$ cat src/rtl/ecc_pkg.sv
package ecc_pkg;

  // number of Hamming check bits needed for dw data bits
  function automatic int ham_bits(input int dw);
    int r;
    r = 1;
    while ((1 << r) < dw + r + 1) r++;
    return r;
  endfunction

  // codeword position of data bit i: non-powers of two, ascending
  function automatic int data_pos(input int i);
    int p;
    int n;
    p = 0;
    n = 0;
    for (int q = 3; q < 4096; q++) begin
      if ((q & (q - 1)) != 0) begin
        if (n == i && p == 0) p = q;
        n++;
      end
    end
    return p;
  endfunction

endpackage

$ cat src/rtl/ecc_encode.sv
module ecc_encode #(
  parameter int DATA_W = 64,
  parameter int HAM_W  = 7
) (
  input  logic [DATA_W-1:0] data,
  output logic [HAM_W:0]    chk
);
  logic [HAM_W-1:0] pos_tab [DATA_W];
  logic [HAM_W-1:0] acc;

  for (genvar g = 0; g < DATA_W; g++) begin : g_pos
    localparam int P = ecc_pkg::data_pos(g);
    assign pos_tab[g] = HAM_W'(P);
  end

  // XOR of the positions of all set data bits gives the Hamming bits
  always_comb begin
    acc = '0;
    for (int i = 0; i < DATA_W; i++)
      acc = acc ^ (pos_tab[i] & {HAM_W{data[i]}});
  end

  assign chk = {(^data) ^ (^acc), acc};
endmodule

$ cat src/rtl/ecc_decode.sv
module ecc_decode #(
  parameter int DATA_W = 64,
  parameter int HAM_W  = 7
) (
  input  logic [DATA_W-1:0] data,
  input  logic [HAM_W:0]    chk_in,
  output logic [HAM_W:0]    syn,
  output logic [DATA_W-1:0] data_fix,
  output logic              sec,
  output logic              ded
);
  logic [HAM_W:0]    calc;
  logic [DATA_W-1:0] flip;
  logic              any_err;
  logic              odd;

  ecc_encode #(.DATA_W(DATA_W), .HAM_W(HAM_W)) u_enc (
    .data (data),
    .chk  (calc)
  );

  assign syn     = calc ^ chk_in;
  assign any_err = |syn;
  assign odd     = ^syn;   // overall parity error of the received word
  assign sec     = any_err & odd;
  assign ded     = any_err & ~odd;

  for (genvar g = 0; g < DATA_W; g++) begin : g_fix
    localparam int P = ecc_pkg::data_pos(g);
    assign flip[g] = sec && (syn[HAM_W-1:0] == HAM_W'(P));
  end

  assign data_fix = data ^ flip;
endmodule

$ cat src/rtl/ecc_status.sv
module ecc_status #(
  parameter int CHK_W = 8
) (
  input  logic             clk,
  input  logic             rst,
  input  logic             evt_sec,
  input  logic             evt_ded,
  input  logic [CHK_W-1:0] evt_syn,
  input  logic             clr_sec,
  input  logic             clr_ded,
  output logic [CHK_W-1:0] syn_q,
  output logic             sec_q,
  output logic             ded_q
);
  logic armed;
  assign armed = !sec_q && !ded_q;

  always_ff @(posedge clk) begin
    if (rst) begin
      syn_q <= '0;
      sec_q <= 1'b0;
      ded_q <= 1'b0;
    end else begin
      if (armed && (evt_sec || evt_ded)) syn_q <= evt_syn;
      if (evt_sec)      sec_q <= 1'b1;
      else if (clr_sec) sec_q <= 1'b0;
      if (evt_ded)      ded_q <= 1'b1;
      else if (clr_ded) ded_q <= 1'b0;
    end
  end


  syn_hold_chk: assert property (@(posedge clk) disable iff (rst)
    (sec_q || ded_q) |=> $stable(syn_q));


  sec_clear_chk: assert property (@(posedge clk) disable iff (rst)
    (clr_sec && !evt_sec) |=> !sec_q);


  ded_clear_chk: assert property (@(posedge clk) disable iff (rst)
    (clr_ded && !evt_ded) |=> !ded_q);
endmodule

$ cat src/rtl/ecc_unit.sv
module ecc_unit #(
  parameter  int DATA_W = 64,
  localparam int HAM_W  = ecc_pkg::ham_bits(DATA_W),
  localparam int CHK_W  = HAM_W + 1
) (
  input  logic              clk,
  input  logic              rst,
  input  logic              bus64,
  input  logic              wr_valid,
  input  logic              wr_prot,
  input  logic [DATA_W-1:0] wr_data,
  input  logic              rd_valid,
  input  logic              rd_prot,
  input  logic [DATA_W-1:0] rd_data,
  input  logic [CHK_W-1:0]  rd_chk,
  input  logic              clr_sec,
  input  logic              clr_ded,
  output logic              wr_valid_o,
  output logic [CHK_W-1:0]  wr_chk_o,
  output logic              rd_valid_o,
  output logic [DATA_W-1:0] rd_data_o,
  output logic              rd_sec_o,
  output logic              rd_ded_o,
  output logic [CHK_W-1:0]  stat_syn_o,
  output logic              stat_sec_o,
  output logic              stat_ded_o
);
  logic [CHK_W-1:0]  enc_chk;
  logic [CHK_W-1:0]  dec_syn;
  logic [DATA_W-1:0] dec_data;
  logic              dec_sec;
  logic              dec_ded;
  logic              wr_on;
  logic              rd_on;
  logic              evt_sec;
  logic              evt_ded;

  assign wr_on = bus64 && wr_prot;
  assign rd_on = bus64 && rd_prot;

  ecc_encode #(.DATA_W(DATA_W), .HAM_W(HAM_W)) u_wr_enc (
    .data (wr_data),
    .chk  (enc_chk)
  );

  ecc_decode #(.DATA_W(DATA_W), .HAM_W(HAM_W)) u_rd_dec (
    .data     (rd_data),
    .chk_in   (rd_chk),
    .syn      (dec_syn),
    .data_fix (dec_data),
    .sec      (dec_sec),
    .ded      (dec_ded)
  );

  assign evt_sec = rd_valid && rd_on && dec_sec;
  assign evt_ded = rd_valid && rd_on && dec_ded;

  always_ff @(posedge clk) begin
    if (rst) begin
      wr_valid_o <= 1'b0;
      wr_chk_o   <= '0;
    end else begin
      wr_valid_o <= wr_valid;
      if (wr_valid) wr_chk_o <= wr_on ? enc_chk : '0;
    end
  end

  always_ff @(posedge clk) begin
    if (rst) begin
      rd_valid_o <= 1'b0;
      rd_data_o  <= '0;
      rd_sec_o   <= 1'b0;
      rd_ded_o   <= 1'b0;
    end else begin
      rd_valid_o <= rd_valid;
      rd_sec_o   <= evt_sec;
      rd_ded_o   <= evt_ded;
      if (rd_valid) rd_data_o <= rd_on ? dec_data : rd_data;
    end
  end

  ecc_status #(.CHK_W(CHK_W)) u_status (
    .clk     (clk),
    .rst     (rst),
    .evt_sec (evt_sec),
    .evt_ded (evt_ded),
    .evt_syn (dec_syn),
    .clr_sec (clr_sec),
    .clr_ded (clr_ded),
    .syn_q   (stat_syn_o),
    .sec_q   (stat_sec_o),
    .ded_q   (stat_ded_o)
  );


  bypass_rd_chk: assert property (@(posedge clk) disable iff (rst)
    (rd_valid && !rd_prot) |=> (!rd_sec_o && !rd_ded_o && rd_data_o == $past(rd_data)));


  bypass_wr_chk: assert property (@(posedge clk) disable iff (rst)
    (wr_valid && !bus64) |=> (wr_chk_o == '0));


  syn_nonzero_chk: assert property (@(posedge clk) disable iff (rst)
    (stat_sec_o || stat_ded_o) |-> (stat_syn_o != '0));


  flag_excl_chk: assert property (@(posedge clk) disable iff (rst)
    !(rd_sec_o && rd_ded_o));
endmodule

$ cat config.mk
export PLATFORM = sky130hd
export DESIGN_NAME = ecc_unit
export DESIGN_NICKNAME = d
export VERILOG_FILES = /design/src/rtl/ecc_pkg.sv /design/src/rtl/ecc_encode.sv /design/src/rtl/ecc_decode.sv /design/src/rtl/ecc_status.sv /design/src/rtl/ecc_unit.sv
export SDC_FILE = /design/constraint.sdc
export NUM_CORES = 1
export LEC_CHECK = 0
export CORE_UTILIZATION = 50
export CTS_CLUSTER_SIZE = 30
export DETAILED_ROUTE_END_ITERATION = 8
export PLACE_DENSITY = 0.87
export SYNTH_ARGS = -nofsm -noshare
export SYNTH_HDL_FRONTEND = slang
export SYNTH_SLANG_ARGS = --single-unit
$ cat constraint.sdc
create_clock -name clk -period 10.65 [get_ports clk]
set_input_delay 2.13 -clock clk [delete_from_list [all_inputs] [get_ports clk]]
set_output_delay 2.13 -clock clk [all_outputs]
set_load 0.05 [all_outputs]
==> reports/qor.log, run 1 <==
INFO  status         outcome=complete, no violations
INFO  yosys          synth_seq_cells=86
INFO  grt            grt_max_degree=85
INFO  detailed_routing antenna_left=0
INFO  timing         worstMarginPinSlew=0.929ns
INFO  grt            grt_first_pass_wirelength=30600um
INFO  setup_path     r2r_setup_slack=9.40ns
INFO  detailed_routing avgViaCountPerCell=5.31
INFO  place          place.detailed.hpwl=17000um
INFO  clock_network  clock_latency=0.35ns
INFO  yosys          synth_top_cells_by_count=sky130_fd_sc_hd__xnor2_1 (186), sky130_fd_sc_hd__nor2_1 (113), sky130_fd_sc_hd__dfxtp_1 (86)
INFO  floorplanning  core=0.0128mm2
INFO  setup_path     critical_path_peak_fanout=14
INFO  timing         finClkSkew=0.00245ns
INFO  yosys          yosysWarnings=0
INFO  setup_path     crit_type=input pin to register
INFO  clock_network  number_of_hold_buffers_added_after_cts=0
INFO  timing         worst_hold_slack=0.482ns
INFO  timing         final_hold_violations=0
INFO  final_layout   antennaDiodeCount=0
INFO  detailed_routing remaining_drc_errors=0
INFO  yosys          mappedNetlistArea=0.00664mm2
INFO  setup_path     timing.critical_path.to_type=register
INFO  floorplanning  ioPinCount=231
INFO  timing         maxClockFrequency=145MHz
INFO  yosys          synth_top_flop_cell=sky130_fd_sc_hd__dfxtp_1
INFO  detailed_routing finalWirelength=21200um
INFO  clock_network  post-cts-setup-buffers=0
INFO  timing         setup_slack=3.76ns
INFO  floorplanning  die_w=117um
INFO  clock_network  cts.repair.resized=0
INFO  timing         final_period_minus_worst_setup_slack=6.89ns
INFO  clock_network  cts_root_buffer=sky130_fd_sc_hd__clkbuf_16
INFO  power_and_ir_drop cellPowerDensity=249mW/mm2
INFO  timing         fin_tns_setup=0ns
INFO  detailed_routing num_vias=5788
INFO  yosys          synth_largest_type_area_fraction=0.259
INFO  setup_path     crit_arrival=7.15ns
INFO  yosys          synth_async_sr_flop_share=0
INFO  clock_network  cts_made_buffers=9
INFO  yosys          post_synth.cell_area_avg=9.47um2
INFO  grt            grt_overflow_total=0
INFO  timing         grt_setup_unrepaired=false
INFO  final_layout   drive_gt1_frac=0.0294
INFO  yosys          synthesis.instances=701
INFO  timing         final.period_utilization=0.647
INFO  job            max-cap-violations=0
INFO  place          dp_slack=3.49ns
INFO  yosys          synth_most_common_cell=sky130_fd_sc_hd__xnor2_1
INFO  setup_path     start_kind=input pin
INFO  yosys          yosys.cell_types.count=25
INFO  place          port_buffers=230
INFO  detailed_routing dr.first_iter.drc_count=406
INFO  floorplanning  start_util=0.520
INFO  place          finalWeightedCongestion=0.954
INFO  floorplanning  rows=41
INFO  final_layout   syn2layout_area_growth=40.6%
INFO  floorplanning  dieHeight=117um
INFO  setup_path     worst_ep_required_time=10.91ns
INFO  power_and_ir_drop leakagePower=3.52nW
INFO  power_and_ir_drop vdd_drop_max=0.352mV
INFO  floorplanning  die_area=0.0137mm2
INFO  timing         slew_headroom=0.381
INFO  hold_path      hold_path_class=register to register
INFO  clock_network  tritoncts_clock_tree=yes
INFO  clock_network  h-tree-depth=3
INFO  clock_network  worst_setup_hold_path_clk_slew=0.06ns
INFO  clock_network  cts_max_path_bufs=2
INFO  yosys          synth.area.top_cells=sky130_fd_sc_hd__dfxtp_1 (26%), sky130_fd_sc_hd__xnor2_1 (25%), sky130_fd_sc_hd__xnor3_1 (13%)
INFO  grt            globalRouteTotalUtil=0.308
INFO  detailed_routing drt-wirelength-per-cell=19.5um
INFO  yosys          yosysTopAreaCell=sky130_fd_sc_hd__dfxtp_1
INFO  detailed_routing drt_pre_antenna_iters=7
INFO  yosys          synth_enable_flop_cells=0
INFO  timing         finalMaxSlewViolations=0
INFO  yosys          synth_sequential_area_ratio=0.259
INFO  yosys          mappedNetlistNets=859
INFO  grt            antenna_found_initial=0
INFO  clock_network  clkSinkCount=86
INFO  timing         final-setup-viol-count=0
INFO  final_layout   final_stage_net_count=1073
INFO  grt            first_global_vias=5666
==> registers in the layout (all words and copies together), names as in the netlist <==
| register | count |
|---|---|
| rd_data_o | 64 |
| u_status.syn_q | 8 |
| wr_chk_o | 8 |
| rd_ded_o | 1 |
| rd_sec_o | 1 |
| rd_valid_o | 1 |
| u_status.ded_q | 1 |
| u_status.sec_q | 1 |
| wr_valid_o | 1 |
==> cell type report <==
cell class	count	area, um2
inverters	7	26.3
fillers	938	3440
clock buffers	10	229
multi-input cells	577	4780
flip-flops and latches	86	1720
well taps	172	215
repair buffers	234	2320
clock inverters	5	36.3
==> per-layer routing <==
layer / global-route usage / part of all wire / vias to the layer above / wire [um]
met2: 0.521 / 0.46 / 315 / 9820
met1: 0.382 / 0.40 / 2681 / 8440
li1: - / - / 2745 / -
met5: 0 / 0 / - / 0
met4: 0.108 / 0.033 / 0 / 707
met3: 0.0752 / 0.11 / 47 / 2280
==> placed cells by master (no fill, tap or decap), drive strengths merged <==
cell type      count
o21ai              1
xnor3             41
a21o               2
and2               6
clkinv             1
xnor2            189
xor2              65
nor2             113
nand3             20
a32o               1
xor3               2
nand4              1
clkinvlp           3
clkbuf            10
inv                8
a211oi            71
a21oi              8
dfxtp             86
buf                6
clkdlybuf4s50    228
ha                13
nand2             25
nor2b             12
nor4b              1
and3               6
==> cell families after synthesis <==
kind of cell	count (synthesis)	share of synthesized area
adders and majority gates	13	0.0245
and+or+nand+nor	184	0.118
buffers and inverters	38	0.0217
AOI/OAI and AO/OA	83	0.0914
xor gates and xnor gates	297	0.485
DFF	86	0.259
==> worst max-delay path, cell delays in order <==
cell	delay [ns]
sky130_fd_sc_hd__clkdlybuf4s50_1	0.59
sky130_fd_sc_hd__xnor3_2	0.48
sky130_fd_sc_hd__xnor3_1	0.41
sky130_fd_sc_hd__xnor2_2	0.16
sky130_fd_sc_hd__xnor3_1	0.42
sky130_fd_sc_hd__xnor2_2	0.22
sky130_fd_sc_hd__xnor3_1	0.38
sky130_fd_sc_hd__ha_1	0.32
sky130_fd_sc_hd__xnor2_1	0.18
sky130_fd_sc_hd__xnor2_1	0.10
sky130_fd_sc_hd__nor2_1	0.55
sky130_fd_sc_hd__and2_1	0.58
sky130_fd_sc_hd__nand3_1	0.18
sky130_fd_sc_hd__xor2_1	0.18
sky130_fd_sc_hd__a211oi_1	0.26
==> stage by stage <==
step	utilization	cells	area [um2]	total power [mW]
floorplan	-	701	6640	1.61
global placement	0.710	1076	9070	1.98
detailed placement	0.710	1076	9070	2.00
CTS	0.731	1091	9330	2.30
global route	0.731	1091	9330	2.45
finish	0.731	1091	9330	2.33
==> path summary, 6_finish.rpt <==
| path | start | end | depth (start not counted) |
|---|---|---|---|
| worst min-delay path | rd_data_o[0] | rd_data_o[0] | 2 |
| worst min register to register | rd_data_o[0] | rd_data_o[0] | 2 |
| worst max-delay path | rd_data[10] | rd_data_o[29] | 15 |
| worst max register to register | u_status.sec_q | u_status.syn_q[5] | 4 |
==> power breakdown <==
group / internal, mW / switching, mW / total [mW]
registers: 0.353 / 0.0164 / 0.370
clock network: 0.157 / 0.133 / 0.290
logic: 0.730 / 0.937 / 1.67
total: 1.24 / 1.09 / 2.33
Note: power is estimated with default switching activity, not from simulation.
==> run 2, diff against run 1 <==
--- a/config.mk
+++ b/config.mk
@@ -5,10 +5,10 @@
 export SDC_FILE = /design/constraint.sdc
 export NUM_CORES = 1
 export LEC_CHECK = 0
-export CORE_UTILIZATION = 50
+export CORE_UTILIZATION = 47
 export CTS_CLUSTER_SIZE = 30
 export DETAILED_ROUTE_END_ITERATION = 8
-export PLACE_DENSITY = 0.87
+export PLACE_DENSITY = 0.83
 export SYNTH_ARGS = -nofsm -noshare
 export SYNTH_HDL_FRONTEND = slang
 export SYNTH_SLANG_ARGS = --single-unit
==> constraint.sdc (replaced) <==
create_clock -name clk -period 7.08 [get_ports clk]
set_input_delay 1.416 -clock clk [delete_from_list [all_inputs] [get_ports clk]]
set_output_delay 1.416 -clock clk [all_outputs]
set_load 0.05 [all_outputs]
==> reports/qor.log, run 2 (synthesis gave the netlist of run 1 again) <==
INFO  job            max-cap-violations=0 [unchanged]
INFO  setup_path     worst_setup_path_startpoint=rd_data[25]
INFO  place          finalWeightedCongestion=1.00 [+5.0%]
INFO  place          port_buffers=230 [unchanged]
INFO  grt            grt_max_degree=100 [+18%]
INFO  power_and_ir_drop internal-power=1.95mW [+57%]
INFO  clock_network  clkSinkCount=86 [unchanged]
INFO  setup_path     timing.critical_path.to=rd_data_o[60]
INFO  place          placedInstanceArea=0.00908mm2 [+0.11%]
INFO  power_and_ir_drop vdd_drop_max=0.684mV [+94%]
INFO  grt            antenna_found_initial=0 [unchanged]
INFO  power_and_ir_drop power.switching_fraction=0.456 [-0.0112]
INFO  final_layout   drive_gt1_frac=0.0315 [+0.00214]
INFO  detailed_routing remaining_drc_errors=0 [unchanged]
INFO  final_layout   non_filler_instances=1100 [+0.82%]
INFO  timing         fin_tns_setup=0ns [unchanged]
INFO  timing         final-setup-viol-count=0 [unchanged]
INFO  floorplanning  rows=43 [+4.9%]
INFO  clock_network  clock_latency=0.34ns [about the same]
INFO  clock_network  cts.repair.resized=0 [unchanged]
INFO  setup_path     regToRegStartpoint=u_status.sec_q
INFO  hold_path      hold_path_class=register to register
INFO  detailed_routing drt_pre_antenna_iters=5 [-2]
INFO  floorplanning  dieHeight=121um [+3.1%]
INFO  power_and_ir_drop power.combinational.fraction=0.700 [-0.016]
INFO  floorplanning  die_area=0.0146mm2 [+6.3%]
INFO  status         outcome=complete, no violations
INFO  detailed_routing finalWirelength=21500um [+1.5%]
INFO  power_and_ir_drop seq_power_share=0.155 [-0.004]
INFO  final_layout   largest_register_ff_count=64 [unchanged]
INFO  grt            grt_overflow_total=0 [unchanged]
INFO  clock_network  h-tree-depth=3 [unchanged]
INFO  clock_network  worst_setup_hold_path_clk_slew=0.06ns [about the same]
INFO  setup_path     r2r_cell_count=4 [unchanged]
INFO  final_layout   antennaDiodeCount=0 [unchanged]
INFO  final_layout   most-common-layout-cells=sky130_fd_sc_hd__clkdlybuf4s50_1 (228), sky130_fd_sc_hd__xnor2_1 (186), sky130_fd_sc_hd__nor2_1 (113), sky130_fd_sc_hd__dfxtp_1 (86), sky130_fd_sc_hd__a211oi_1 (71)
INFO  timing         slew_headroom=0.381 [about the same]
INFO  clock_network  cts_root_buffer=sky130_fd_sc_hd__clkbuf_16
INFO  clock_network  cts_made_buffers=9 [unchanged]
INFO  power_and_ir_drop net-switching-power=1.63mW [+50%]
INFO  final_layout   max_flop_register=rd_data_o
INFO  clock_network  post-cts-setup-buffers=0 [unchanged]
INFO  clock_network  tritoncts_clock_tree=yes
INFO  setup_path     worst_ep_required_time=7.33ns [-3.58 ns]
INFO  setup_path     timing.critical_path.to_type=register
INFO  setup_path     crit_arrival=6.45ns [-0.70 ns]
INFO  grt            grt_first_pass_wirelength=31800um [+3.9%]
INFO  setup_path     start_kind=input pin
INFO  clock_network  cts_max_path_bufs=2 [unchanged]
INFO  final_layout   layout_commonest_cell=sky130_fd_sc_hd__clkdlybuf4s50_1
INFO  final_layout   design_area=0.00940mm2 [+0.74%]
INFO  final_layout   syn2layout_area_growth=41.6%
INFO  power_and_ir_drop leakagePower=3.56nW [+0.95%]
INFO  floorplanning  core=0.0138mm2 [+8.2%]
INFO  timing         grt_setup_unrepaired=false
INFO  timing         maxClockFrequency=161MHz
INFO  setup_path     crit_type=input pin to register
INFO  setup_path     reg2reg_capture_point=u_status.syn_q[0]
INFO  detailed_routing drt-wirelength-per-cell=19.6um [+0.62%]
INFO  power_and_ir_drop power.clock.fraction=0.144 [+0.019]
INFO  floorplanning  start_util=0.480 [-0.0396]
INFO  place          place.detailed.hpwl=17200um [+1.3%]
INFO  clock_network  number_of_hold_buffers_added_after_cts=0 [unchanged]
INFO  timing         final.period_utilization=0.876
INFO  detailed_routing avgViaCountPerCell=5.20 [-1.9%]
INFO  detailed_routing antenna_left=0 [unchanged]
INFO  detailed_routing dr.first_iter.drc_count=365 [-10%]
INFO  timing         finClkSkew=0.00263ns [+0.000181 ns]
INFO  setup_path     critical_path_peak_fanout=14 [unchanged]
INFO  timing         worstMarginPinSlew=0.929ns [-0.000414 ns]
INFO  timing         finalMaxSlewViolations=0 [unchanged]
INFO  place          place.detailed.instances=1084 [+0.74%]
INFO  grt            first_global_vias=5629 [-0.65%]
INFO  floorplanning  die_w=121um [+3.1%]
INFO  detailed_routing num_vias=5725 [-1.1%]
INFO  final_layout   reg.largest.list=rd_data_o (64), u_status.syn_q (8), wr_chk_o (8)
INFO  grt            globalRouteTotalUtil=0.297 [-0.0111]
INFO  final_layout   final_stage_net_count=1073 [unchanged]
INFO  power_and_ir_drop cellPowerDensity=380mW/mm2 [+53%]
INFO  timing         final_period_minus_worst_setup_slack=6.20ns
INFO  timing         final_hold_violations=0 [unchanged]
INFO  floorplanning  ioPinCount=231 [unchanged]
INFO  setup_path     r2r_setup_slack=5.87ns [-3.53 ns]
-- run 2: changes by cell type in the layout (fill, tap and decap cells not counted) --
cell                         delta
sky130_fd_sc_hd__clkbuf_1       -1
sky130_fd_sc_hd__clkinvlp_4     -1
sky130_fd_sc_hd__bufinv_16      +2
sky130_fd_sc_hd__clkinv_2       +1
sky130_fd_sc_hd__inv_6          -1
sky130_fd_sc_hd__clkbuf_8       +1
-- run 2: cell type report --
cell class                 count  area [um2]
fill                        1128        4430
clock buffer                  10         239
timing repair buffer         234        2320
sequential                    86        1720
tap                          180         225
clock inverter                 6        85.1
inverter                       7        26.3
multi-input combinational    577        4780
-- run 2: power groups by stage --
stage / combinational (mW) / clock, mW / sequential, mW
after floorplan: 1.71 / 0 / 0.713
after global placement: 2.43 / 0 / 0.565
after detailed placement: 2.45 / 0 / 0.566
after CTS: 2.47 / 0.522 / 0.556
after global routing: 2.66 / 0.546 / 0.561
final: 2.50 / 0.516 / 0.556
-- run 2: routing by layer --
| layer | vias up | GRT usage | part of all wire |
|---|---|---|---|
| met1 | 2634 | 0.375 | 0.41 |
| met3 | 39 | 0.0719 | 0.095 |
| met2 | 303 | 0.492 | 0.47 |
| met5 | - | 0 | 0 |
| li1 | 2749 | - | - |
| met4 | 0 | 0.105 | 0.032 |
-- run 2: metrics by stage --
stage	setup WS, ns	utilization	power, mW	hold slack (ns)
final	0.875	0.680	3.58	0.466
after global routing	0.548	0.680	3.77	0.498
after CTS	0.935	0.680	3.55	0.472
after detailed placement	0.592	0.657	3.02	0.458
after global placement	0.766	0.657	2.99	0.452
after floorplan	2.00	-	2.42	0.703
-- run 2: worst max-delay path: stages --
cell and delay [ns]:
sky130_fd_sc_hd__clkdlybuf4s50_1 0.48, sky130_fd_sc_hd__xnor2_1 0.38, sky130_fd_sc_hd__xnor3_1 0.52, sky130_fd_sc_hd__xnor3_1 0.39
sky130_fd_sc_hd__xnor2_1 0.25, sky130_fd_sc_hd__xnor3_1 0.45, sky130_fd_sc_hd__xnor3_1 0.23, sky130_fd_sc_hd__ha_1 0.32
sky130_fd_sc_hd__xnor2_1 0.20, sky130_fd_sc_hd__xnor2_1 0.10, sky130_fd_sc_hd__nor2_1 0.52, sky130_fd_sc_hd__and2_1 0.59
sky130_fd_sc_hd__nand3_1 0.16, sky130_fd_sc_hd__xor2_1 0.17, sky130_fd_sc_hd__a211oi_1 0.25
-- run 2: how the worst min path moves through the flow --
| stage | start | endpoint | slack [ns] | cells past startpoint |
|---|---|---|---|---|
| 5_1_grt | rd_data_o[49] | rd_data_o[49] | 0.50 | 2 |
| 3_3_place_gp | wr_chk_o[7] | wr_chk_o[7] | 0.45 | 1 |
| 3_5_place_dp | wr_chk_o[7] | wr_chk_o[7] | 0.46 | 1 |
| 2_1_floorplan | rd_data_o[18] | rd_data_o[18] | 0.70 | 2 |
| 4_1_cts | wr_chk_o[7] | wr_chk_o[7] | 0.47 | 1 |
| 6_report | wr_chk_o[7] | wr_chk_o[7] | 0.47 | 1 |
